File: src/rtl/qcs_pkg.sv
package qcs_pkg;

   typedef enum logic [1:0] {
      REG_BELOW_DIV  = 2'd0,
      REG_BELOW_ZERO = 2'd1,
      REG_ABOVE_DIV  = 2'd2,
      REG_ABOVE_FLAT = 2'd3
   } qcs_region_e;

   function automatic int unsigned qcs_max(input int unsigned x, input int unsigned y);
      return (x > y) ? x : y;
   endfunction

endpackage

File: src/rtl/qcs_operand_prep.sv
module qcs_operand_prep
   import qcs_pkg::*;
#(
   parameter int QW   = 16,
   parameter int FW   = 10,
   parameter int FRAC = 8,
   localparam int NW  = FW + QW + FRAC,
   localparam int DW  = FW + QW + 1
) (
   input  logic [QW-1:0] q_i,
   input  logic [QW-1:0] q0_i,
   input  logic [FW-1:0] a_i,
   input  logic [FW-1:0] b_i,
   output qcs_region_e   region_o,
   output logic [NW-1:0] num_o,
   output logic [DW-1:0] den_o
);

   localparam logic [FW-1:0] ONE = FW'(1 << FRAC);

   initial begin
      AST_PREP_FRAC_FITS: assert (FRAC >= 1 && FRAC < FW);
   end

   logic          above;
   logic [FW-1:0] coef;
   logic [FW-1:0] slope;
   logic [NW-1:0] num_raw;
   logic [DW-1:0] den_raw;

   always_comb begin
      above = (q_i > q0_i);
      if (above) begin
         coef  = b_i;
         slope = (b_i > ONE) ? (b_i - ONE) : '0;
      end else begin
         coef  = a_i;
         slope = (a_i > ONE) ? (a_i - ONE) : '0;
      end

      if (!above)
         region_o = (q_i == '0) ? REG_BELOW_ZERO : REG_BELOW_DIV;
      else
         region_o = (b_i <= ONE) ? REG_ABOVE_FLAT : REG_ABOVE_DIV;

      num_raw = (NW'(coef) * NW'(q0_i)) << FRAC;
      den_raw = DW'(slope) * DW'(q_i) + (DW'(q0_i) << FRAC);

      if (region_o == REG_BELOW_DIV || region_o == REG_ABOVE_DIV) begin
         num_o = num_raw;
         den_o = den_raw;
      end else begin
         num_o = '0;
         den_o = DW'(1);
      end
   end

endmodule

File: src/rtl/qcs_seq_divider.sv
module qcs_seq_divider
   import qcs_pkg::*;
#(
   parameter int NW = 34,
   parameter int DW = 27,
   parameter int OW = 10,
   localparam int SW  = DW + OW - 1,
   localparam int XW  = (NW > SW) ? NW : SW,
   localparam int CNW = $clog2(OW + 1)
) (
   input  logic          clk_i,
   input  logic          rst_ni,
   input  logic          load_i,
   input  logic [NW-1:0] num_i,
   input  logic [DW-1:0] den_i,
   output logic          busy_o,
   output logic          done_o,
   output logic [OW-1:0] quot_o
);

   initial begin
      AST_DIV_WIDTHS: assert (OW >= 2 && DW >= 1 && NW >= OW);
   end

   logic [XW-1:0]  rem;
   logic [XW-1:0]  dsh;
   logic [DW-1:0]  den_r;
   logic [CNW-1:0] cnt;
   logic           fits;

   assign fits = (rem >= dsh);

   always_ff @(posedge clk_i or negedge rst_ni) begin
      if (!rst_ni) begin
         rem    <= '0;
         dsh    <= '0;
         den_r  <= '0;
         cnt    <= '0;
         quot_o <= '0;
         busy_o <= 1'b0;
         done_o <= 1'b0;
      end else if (load_i) begin
         rem    <= XW'(num_i);
         dsh    <= XW'(den_i) << (OW - 1);
         den_r  <= den_i;
         cnt    <= CNW'(OW);
         quot_o <= '0;
         busy_o <= 1'b1;
         done_o <= 1'b0;
      end else if (busy_o) begin
         if (fits) rem <= rem - dsh;
         quot_o <= {quot_o[OW-2:0], fits};
         dsh    <= dsh >> 1;
         cnt    <= cnt - CNW'(1);
         if (cnt == CNW'(1)) begin
            busy_o <= 1'b0;
            done_o <= 1'b1;
         end
      end else begin
         done_o <= 1'b0;
      end
   end

   AST_REM_BOUND: assert property (@(posedge clk_i) disable iff (!rst_ni)
      done_o |-> (rem < XW'(den_r)));

   AST_NO_RELOAD_BUSY: assert property (@(posedge clk_i) disable iff (!rst_ni)
      busy_o |-> !load_i);

endmodule

File: src/rtl/qcs_scale_out.sv
module qcs_scale_out
   import qcs_pkg::*;
#(
   parameter int FW        = 10,
   parameter int CW        = 16,
   parameter int FRAC      = 8,
   parameter bit ROUND_TGT = 1'b0,
   localparam int TW = CW + FW - FRAC,
   localparam int PW = FW + CW + 1
) (
   input  logic          clk_i,
   input  logic          rst_ni,
   input  logic          valid_i,
   input  qcs_region_e   region_i,
   input  logic [FW-1:0] quot_i,
   input  logic [FW-1:0] a_i,
   input  logic [FW-1:0] floor_i,
   input  logic [CW-1:0] cap_i,
   output logic [FW-1:0] frac_o,
   output logic [TW-1:0] tgt_o,
   output logic          done_o
);

   localparam logic [FW-1:0] ONE = FW'(1 << FRAC);

   logic [FW-1:0] frac_n;
   logic [PW-1:0] prod;
   logic [TW-1:0] tgt_n;

   always_comb begin
      unique case (region_i)
         REG_BELOW_DIV:  frac_n = quot_i;
         REG_BELOW_ZERO: frac_n = a_i;
         REG_ABOVE_DIV:  frac_n = (quot_i < floor_i) ? floor_i : quot_i;
         default:        frac_n = ONE;
      endcase
      prod = PW'(frac_n) * PW'(cap_i);
   end

   generate
      if (ROUND_TGT) begin : g_round
         logic [PW-1:0] biased;
         assign biased = prod + PW'(1 << (FRAC - 1));
         assign tgt_n  = TW'(biased >> FRAC);
      end else begin : g_trunc
         assign tgt_n = TW'(prod >> FRAC);
      end
   endgenerate

   always_ff @(posedge clk_i or negedge rst_ni) begin
      if (!rst_ni) begin
         frac_o <= '0;
         tgt_o  <= '0;
         done_o <= 1'b0;
      end else begin
         done_o <= valid_i;
         if (valid_i) begin
            frac_o <= frac_n;
            tgt_o  <= tgt_n;
         end
      end
   end

   AST_DONE_FOLLOWS_VALID: assert property (@(posedge clk_i) disable iff (!rst_ni)
      valid_i |=> done_o);

endmodule

File: src/rtl/qcs_target_scaler.sv
module qcs_target_scaler
   import qcs_pkg::*;
#(
   parameter int QW        = 16,
   parameter int CW        = 16,
   parameter int FRAC_BITS = 8,
   parameter int INT_BITS  = 2,
   parameter bit ROUND_TGT = 1'b0,
   localparam int FW  = FRAC_BITS + INT_BITS,
   localparam int TW  = CW + INT_BITS,
   localparam int NW  = FW + QW + FRAC_BITS,
   localparam int DW  = FW + QW + 1,
   localparam int LATENCY = FW + 1,
   localparam int LCW = $clog2(LATENCY + 2) + 1
) (
   input  logic          clk_i,
   input  logic          rst_ni,
   input  logic          req_i,
   input  logic [QW-1:0] queue_len_i,
   input  logic [QW-1:0] q_target_i,
   input  logic [FW-1:0] a_coef_i,
   input  logic [FW-1:0] b_coef_i,
   input  logic [FW-1:0] drain_floor_i,
   input  logic [CW-1:0] abr_cap_i,
   output logic          busy_o,
   output logic          done_o,
   output logic [FW-1:0] frac_o,
   output logic [TW-1:0] tgt_cap_o
);

   localparam logic [FW-1:0] ONE = FW'(1 << FRAC_BITS);

   initial begin
      AST_TOP_PARAMS: assert (QW >= 2 && CW >= 2 && INT_BITS >= 2 && FRAC_BITS >= 1);
   end

   qcs_region_e   region_c;
   qcs_region_e   region_r;
   logic [NW-1:0] num_c;
   logic [DW-1:0] den_c;
   logic [FW-1:0] a_r;
   logic [FW-1:0] floor_r;
   logic [CW-1:0] cap_r;
   logic          accept;
   logic          div_busy;
   logic          div_done;
   logic [FW-1:0] quot;

   assign busy_o = div_busy | div_done;
   assign accept = req_i & ~busy_o;

   qcs_operand_prep #(
      .QW   (QW),
      .FW   (FW),
      .FRAC (FRAC_BITS)
   ) i_prep (
      .q_i      (queue_len_i),
      .q0_i     (q_target_i),
      .a_i      (a_coef_i),
      .b_i      (b_coef_i),
      .region_o (region_c),
      .num_o    (num_c),
      .den_o    (den_c)
   );

   always_ff @(posedge clk_i or negedge rst_ni) begin
      if (!rst_ni) begin
         region_r <= REG_BELOW_ZERO;
         a_r      <= '0;
         floor_r  <= '0;
         cap_r    <= '0;
      end else if (accept) begin
         region_r <= region_c;
         a_r      <= a_coef_i;
         floor_r  <= drain_floor_i;
         cap_r    <= abr_cap_i;
      end
   end

   qcs_seq_divider #(
      .NW (NW),
      .DW (DW),
      .OW (FW)
   ) i_div (
      .clk_i  (clk_i),
      .rst_ni (rst_ni),
      .load_i (accept),
      .num_i  (num_c),
      .den_i  (den_c),
      .busy_o (div_busy),
      .done_o (div_done),
      .quot_o (quot)
   );

   qcs_scale_out #(
      .FW        (FW),
      .CW        (CW),
      .FRAC      (FRAC_BITS),
      .ROUND_TGT (ROUND_TGT)
   ) i_out (
      .clk_i    (clk_i),
      .rst_ni   (rst_ni),
      .valid_i  (div_done),
      .region_i (region_r),
      .quot_i   (quot),
      .a_i      (a_r),
      .floor_i  (floor_r),
      .cap_i    (cap_r),
      .frac_o   (frac_o),
      .tgt_o    (tgt_cap_o),
      .done_o   (done_o)
   );

   // latency checker: edges since the accepting edge
   logic [LCW-1:0] lat_cnt;
   always_ff @(posedge clk_i or negedge rst_ni) begin
      if (!rst_ni)       lat_cnt <= '0;
      else if (accept)   lat_cnt <= '0;
      else if (busy_o)   lat_cnt <= lat_cnt + LCW'(1);
   end

   AST_LATENCY_FIXED: assert property (@(posedge clk_i) disable iff (!rst_ni)
      done_o |-> (lat_cnt == LCW'(LATENCY)));

   AST_DONE_PULSE: assert property (@(posedge clk_i) disable iff (!rst_ni)
      done_o |=> !done_o);

   AST_CAPTURE_HELD: assert property (@(posedge clk_i) disable iff (!rst_ni)
      (busy_o && req_i) |=> ($stable(cap_r) && $stable(floor_r) && $stable(a_r)));

   AST_OUT_HOLD: assert property (@(posedge clk_i) disable iff (!rst_ni)
      (!$stable(frac_o) || !$stable(tgt_cap_o)) |-> done_o);

   AST_BELOW_BOUNDS: assert property (@(posedge clk_i) disable iff (!rst_ni)
      (done_o && region_r == REG_BELOW_DIV && a_r >= ONE) |->
         (frac_o >= ONE && frac_o <= a_r));

   AST_FLOOR_KEPT: assert property (@(posedge clk_i) disable iff (!rst_ni)
      (done_o && region_r == REG_ABOVE_DIV) |-> (frac_o >= floor_r));

   AST_FLAT_UNITY: assert property (@(posedge clk_i) disable iff (!rst_ni)
      (done_o && region_r == REG_ABOVE_FLAT) |-> (frac_o == ONE));

endmodule

File: config.mk
export PLATFORM = sky130hd
export DESIGN_NAME = qcs_target_scaler
export DESIGN_NICKNAME = d
export VERILOG_FILES = /design/src/rtl/qcs_pkg.sv /design/src/rtl/qcs_operand_prep.sv /design/src/rtl/qcs_seq_divider.sv /design/src/rtl/qcs_scale_out.sv /design/src/rtl/qcs_target_scaler.sv
export SDC_FILE = /design/constraint.sdc
export NUM_CORES = 2
export LEC_CHECK = 0
export CORE_ASPECT_RATIO = 1.25
export CORE_MARGIN = 8
export CORE_UTILIZATION = 30
export DETAILED_ROUTE_END_ITERATION = 10
export PLACE_DENSITY = 0.46
export SLEW_MARGIN = 15
export SYNTH_ARGS = -nofsm -noshare
export SYNTH_HDL_FRONTEND = slang
export SYNTH_HIERARCHICAL = 1
export SYNTH_SLANG_ARGS = --single-unit
File: constraint.sdc
create_clock -name clk_i -period 8 [get_ports clk_i]
set_clock_uncertainty 0.1 [all_clocks]
set_input_delay 1.6 -clock clk_i [delete_from_list [all_inputs] [get_ports clk_i]]
set_output_delay 1.6 -clock clk_i [all_outputs]
set_load 0.01 [all_outputs]
Yosys cells after proc, flatten, opt, wreduce, memory -nomap -nowiden:

Index checks and enable logic that the tools add are counted.

* input bits: 81
* flip-flop bits (word level): 155
* logic and storage cells: 68

* multiply operators: 3
* bitwise gates (word level): 3
* eq/ne operators: 5
* reduce and logical (&&, ||, !) cells: 7
* add/subtract/negate cells: 5
* mux-type cells: 26
* $lt $le $gt $ge: 6

Operators with widths (number)
* 36-bit two-way mux: 5
* 10-bit by 16-bit multiplier with 26-bit output: 3
* 10-bit two-way mux: 7
* 36-bit >= comparator: 1
* 36-bit subtractor: 1
* 34-bit two-way mux: 1
* 10-bit case mux with 3 select lines: 1
* 26-bit by 24-bit adder with 27-bit output: 1
* 27-bit two-way mux: 1
* 10-bit by 9-bit greater-than comparator with 1-bit output, second input constant: 2
* 10-bit by 9-bit subtractor with 10-bit output, second input constant: 2
* 16-bit greater-than comparator: 1
* 16-bit zero test: 1
* 10-bit by 9-bit <= comparator with 1-bit output, second input constant: 1
* 10-bit < comparator: 1
* 1-bit two-way mux: 8
* 4-bit two-way mux: 2
* 2-bit equality test, second input constant: 2
* 4-bit by 1-bit equality test with 1-bit output, second input constant: 1
* 2-bit zero test: 2
* 2-bit nonzero test: 2
* 4-bit by 1-bit subtractor with 4-bit output, second input constant: 1
* 3-bit != test, second input constant: 1
* 2-bit by 1-bit equality test with 1-bit output, second input constant: 1
* 6 further kinds: 6

Logic depth before layout (Yosys ltp):

* word-level depth: 7
* depth in mapped cells: 34

Cells and area by module:

Netlist, hierarchy kept.

Modules (own cells, without submodules)
* qcs_operand_prep: cells each 1498, instances 1, seq. area each 0.0 µm², area each 12199.2 µm²
* qcs_scale_out: cells each 757, instances 1, seq. area each 725.7 µm², area each 6814.0 µm²
* qcs_seq_divider: cells each 694, instances 1, seq. area each 2202.1 µm², area each 6129.6 µm²
* qcs_target_scaler: cells each 82, instances 1, seq. area each 952.2 µm², area each 1427.6 µm²

Worst setup path before layout:

No wires, ideal clock.

* path type: in2reg
* start: in q_target_i[12]
* end: reg i_div.dsh[35]
* buffers on the path: 5
* stages on the path: 32
* arrival: 8.516 ns
* setup time: 0.096 ns
* slack: -0.712 ns
* cells stage by stage: clkbuf_1 > inv_1 > ha_1 > nand2_1 > o31ai_1 > a21o_1 > a221oi_2 > or2_1 > buf_6 > buf_12 > mux2i_4 > buf_2 > nand2_1 > fa_1 > inv_1 > fa_1 > fa_1 > fa_1 > inv_1 > fa_1 > inv_1 > ha_1 > and3_1 > clkbuf_1 > nand4_1 > a21oi_1 > o311a_1 > o31a_1 > or3_1 > a21oi_1 > nand2_1 > o31ai_1

* word-level cells in the longest chain between the ends: 6
* elaborated cells on any way between the ends: 10

Ends and longest elaborated chain
* start, declared: RTL line qcs_target_scaler.sv:20 `input logic [QW-1:0] q_target_i,`
* 16-bit greater-than comparator: RTL line qcs_operand_prep.sv:32 `above = (q_i > q0_i);`
* 10-bit two-way mux or 2-bit two-way mux (tied branches): RTL line qcs_operand_prep.sv:33, qcs_operand_prep.sv:41
* 10-bit by 16-bit multiplier with 26-bit output, or another cell as far along: RTL line qcs_operand_prep.sv:47 `den_raw = DW'(slope) * DW'(q_i) + (DW'(q0_i) << FRAC);`
* 26-bit by 24-bit adder with 27-bit output or 1-bit logical OR (tied branches): RTL line qcs_operand_prep.sv:47, qcs_operand_prep.sv:49
* 27-bit two-way mux *: RTL line qcs_operand_prep.sv:49 `if (region_o == REG_BELOW_DIV || region_o == REG_ABOVE_DIV) begin`
* named net den_c[26]: RTL line qcs_target_scaler.sv:40 `logic [DW-1:0] den_c;`
* 36-bit two-way mux *: RTL line qcs_seq_divider.sv:42 `end else if (load_i) begin`
* end signal, assigned: RTL line qcs_seq_divider.sv:44 `dsh <= XW'(den_i) << (OW - 1);`
* end signal, assigned: RTL line qcs_seq_divider.sv:53 `dsh <= dsh >> 1;`
* end, declared: RTL line qcs_seq_divider.sv:26 `logic [XW-1:0] dsh;`

The timed path passes the listed nets; every way through them passes the cells marked *.
A chain may end at the register's enable or synchronous reset.

Worst setup path in the final report:

* start: in q_target_i[1]
* end: reg i_div.dsh[35]

Same word-level chain as after synthesis.

==> results.toml <==
[outcome]
status = "finished with violations"
violations = "negative setup slack"

[setup_path]
rr_worst_depth = 27
crit_type = "in2reg"
cp-end-kind = "register"
cp.required_ns = 8.26
path_max_fanout = 6
worst-r2r-setup-slack_ns = 0.43
cp_common_cell = "buf_12"
start_kind = "input pin"
r2r-start = "i_div/quot_o[7]"
critical-path-slowest-cell = "fa_1"
worst_path_largest_cell_delay_ns = 0.55
arrival_ns = 8.42
crit_start = "q_target_i[1]"

[worst_hold_path]
min_from = "a_r[5]"
worst_hold_path_type = "reg2reg"
whs_path_depth = 1

[sta]
period_share = 1.020
tns_ns = -0.8844
worst_slew_pin_slew_ns = 1.058
rsz0062_at_grt = "yes"
relSlewSlack = 0.2949
finalHoldViolations = 0
setup_viol = 11
fin_crit_ns = 8.157
max_clock_freq_mhz = 122.6
layout_setup_ws_ns = -0.1572
slew_violations = 0

[place]
place_area_um2 = 31220
dp.final_hpwl_mm = 70.24
place_worst_setup_slack_ns = -1.187
io_buffers = 110
gp_congestion = 0.8668

[logic_synthesis]
synth_ff_type = "dfrtp_1"
ys_types = 101
syn_area_um2 = 26570
ys_ff_latch = 155
synth_edf_count = 0
synth.avg_cell_area_um2 = 8.766
syn_inst = 3031
ys_seq_area_frac = 0.1460
ys_async_sr_fraction = 1.000
synth_largest_area_cell = "fa_1"
yosys_warnings = 6
synthTopCellsByArea = "fa_1 (26%), dfrtp_1 (15%), ha_1 (12%)"
synth_top_area_frac = 0.2622

[final_layout]
final_common_cell = "inv_1"
area_growth_pct = 25.44
final_cell_mix = "inv_1 (450), nand2_1 (385), fa_1 (336), buf_4 (286), ha_1 (206)"
final_cell_area_um2 = 33330
final_nets = 4050
drive_gt1_frac = 0.2129

[clock_network]
hold_buffers = 0
root_buffer = "clkbuf_16"
cts_max_path_buffers = 2
cts_tree = "yes"
clk_pin_slew_ns = 0.07
cts_buffers = 17
cts.sinks = 155
h-tree-depth = 4
clkLatencyLatePin_ns = 0.46

[flow_run]
max_cap_viol_count = 0

[drt]
ant_nets = 0
wl_per_cell_um = 18.77
first_iter_violations = 1098
drt_pass1_iterations = 5
routed_wl_mm = 85.74
vias = 21865
drcViolationCount = 0
vias_per_cell = 4.788

[floorplanning]
dieArea_um2 = 98410
initial_core_util = 0.3012
ios = 111
fp-row-count = 122
die_x_um = 282.2
die-height_um = 348.7
fp.coreArea_um2 = 88230

[global_route]
grt_pass1_wl_mm = 137.5
grt_max_degree = 142
track_usage = 0.1777
antenna_found_initial = 2
first_global_vias = 24216
grt-ovfl-total = 0
## per-stage QoR
stage	utilization	cells	hold WS (ns)
2_1_floorplan	-	3038	0.3411
3_3_place_gp	0.3539	4477	0.3737
3_5_place_dp	0.3539	4477	0.3749
4_1_cts	0.3727	4551	0.3924
5_1_grt	0.3777	4565	0.4119
6_report	0.3778	4567	0.3897
## cell usage after synthesis (5+ instances only)
| cell type | number |
|---|---|
| o21bai_1 | 12 |
| a21oi_1 | 105 |
| mux2i_4 | 9 |
| mux2_2 | 52 |
| buf_1 | 20 |
| ha_1 | 247 |
| a31oi_1 | 12 |
| buf_2 | 26 |
| nor3_1 | 38 |
| mux2_4 | 5 |
| clkbuf_1 | 59 |
| and2_1 | 131 |
| buf_6 | 12 |
| mux2i_1 | 72 |
| nand2b_1 | 20 |
| a21o_1 | 46 |
| nor2b_1 | 47 |
| o221ai_1 | 5 |
| mux2_1 | 9 |
| o21a_1 | 25 |
| o21ai_0 | 92 |
| dfrtp_1 | 154 |
| xnor2_1 | 40 |
| a31o_2 | 5 |
| nor2_1 | 184 |
| fa_1 | 348 |
| o21ai_1 | 13 |
| o31ai_1 | 12 |
| nor3b_1 | 5 |
| inv_1 | 495 |
| buf_4 | 17 |
| nand3_1 | 45 |
| o31a_1 | 9 |
| or3_1 | 9 |
| and3_1 | 24 |
| nand2_1 | 417 |
| xor2_1 | 28 |
| a221o_1 | 10 |
| nor4_1 | 8 |
| a211oi_1 | 23 |
| nand4_1 | 15 |
| o211ai_1 | 17 |
| a21boi_0 | 9 |
## path summary, 6_finish.rpt
path	to
setup / recovery	i_div/dsh[35]
hold / removal	a_r[5]
setup reg to reg	i_out/tgt_o[15]
hold reg to reg	a_r[5]
max in group asynchronous	i_div/dsh[15]
min in group asynchronous	i_out/done_o
## routing by layer
layer  routed length (µm)  vias to the layer above  GRT usage
li1                     -                    10481          -
met1                36790                    10914     0.2142
met2                44150                      364     0.3300
met3                 2112                      106    0.01422
met4                 2691                        0    0.05800
met5                    0                        -          0
## state kept, by name, indices dropped and copies added, names as in the netlist
signal and flops:
i_div/busy_o 1, cap_r 16, i_div/rem 36, i_div/quot_o 10
i_out/tgt_o 18, i_div/done_o 1, i_out/done_o 1, region_r 2
i_out/frac_o 10, i_div/cnt 4, i_div/dsh 36, floor_r 10
a_r 10
## what timing repair did
item                                    CTS  global route
endpoints found under the setup margin   35            33
gates cloned                              4             0
buffers inserted                         40            17
pin swaps                               120            91
resized for setup                       205           106
## cell type report
type / count / area [µm²]
Inverter: 495 / 1872
Antenna cell: 2 / 5.005
Fill cell: 9236 / 54900
Clock buffer: 18 / 429.2
Clock inverter: 14 / 153.9
Timing Repair Buffer: 453 / 4125
Multi-Input combinational cell: 2252 / 21390
Tap cell: 1178 / 1474
Sequential cell: 155 / 3881
## kinds of logic after synthesis
| logic type | count (synthesis) | share of synthesized area |
|---|---|---|
| adders and majority gates | 595 | 0.3785 |
| buffers and inverters | 631 | 0.09738 |
| xor gates and xnor gates | 68 | 0.02242 |
| DFF | 155 | 0.1460 |
| and+or+nand+nor | 979 | 0.1742 |
| AOI/OAI and AO/OA | 455 | 0.1179 |
| other | 1 | 0.0001411 |
| muxes | 147 | 0.06343 |
## worst max-delay path, delay by kind of cell
family          cells  cell delay, ns
mux                 1            0.24
compound gates      7            1.38
simple gates        5            0.84
fa+ha+maj           7            3.03
buf+inv            12            1.30
Power is left out: the tool's default activity adds up to more than one toggle a clock period on the data nets, which glitch-free logic cannot reach.
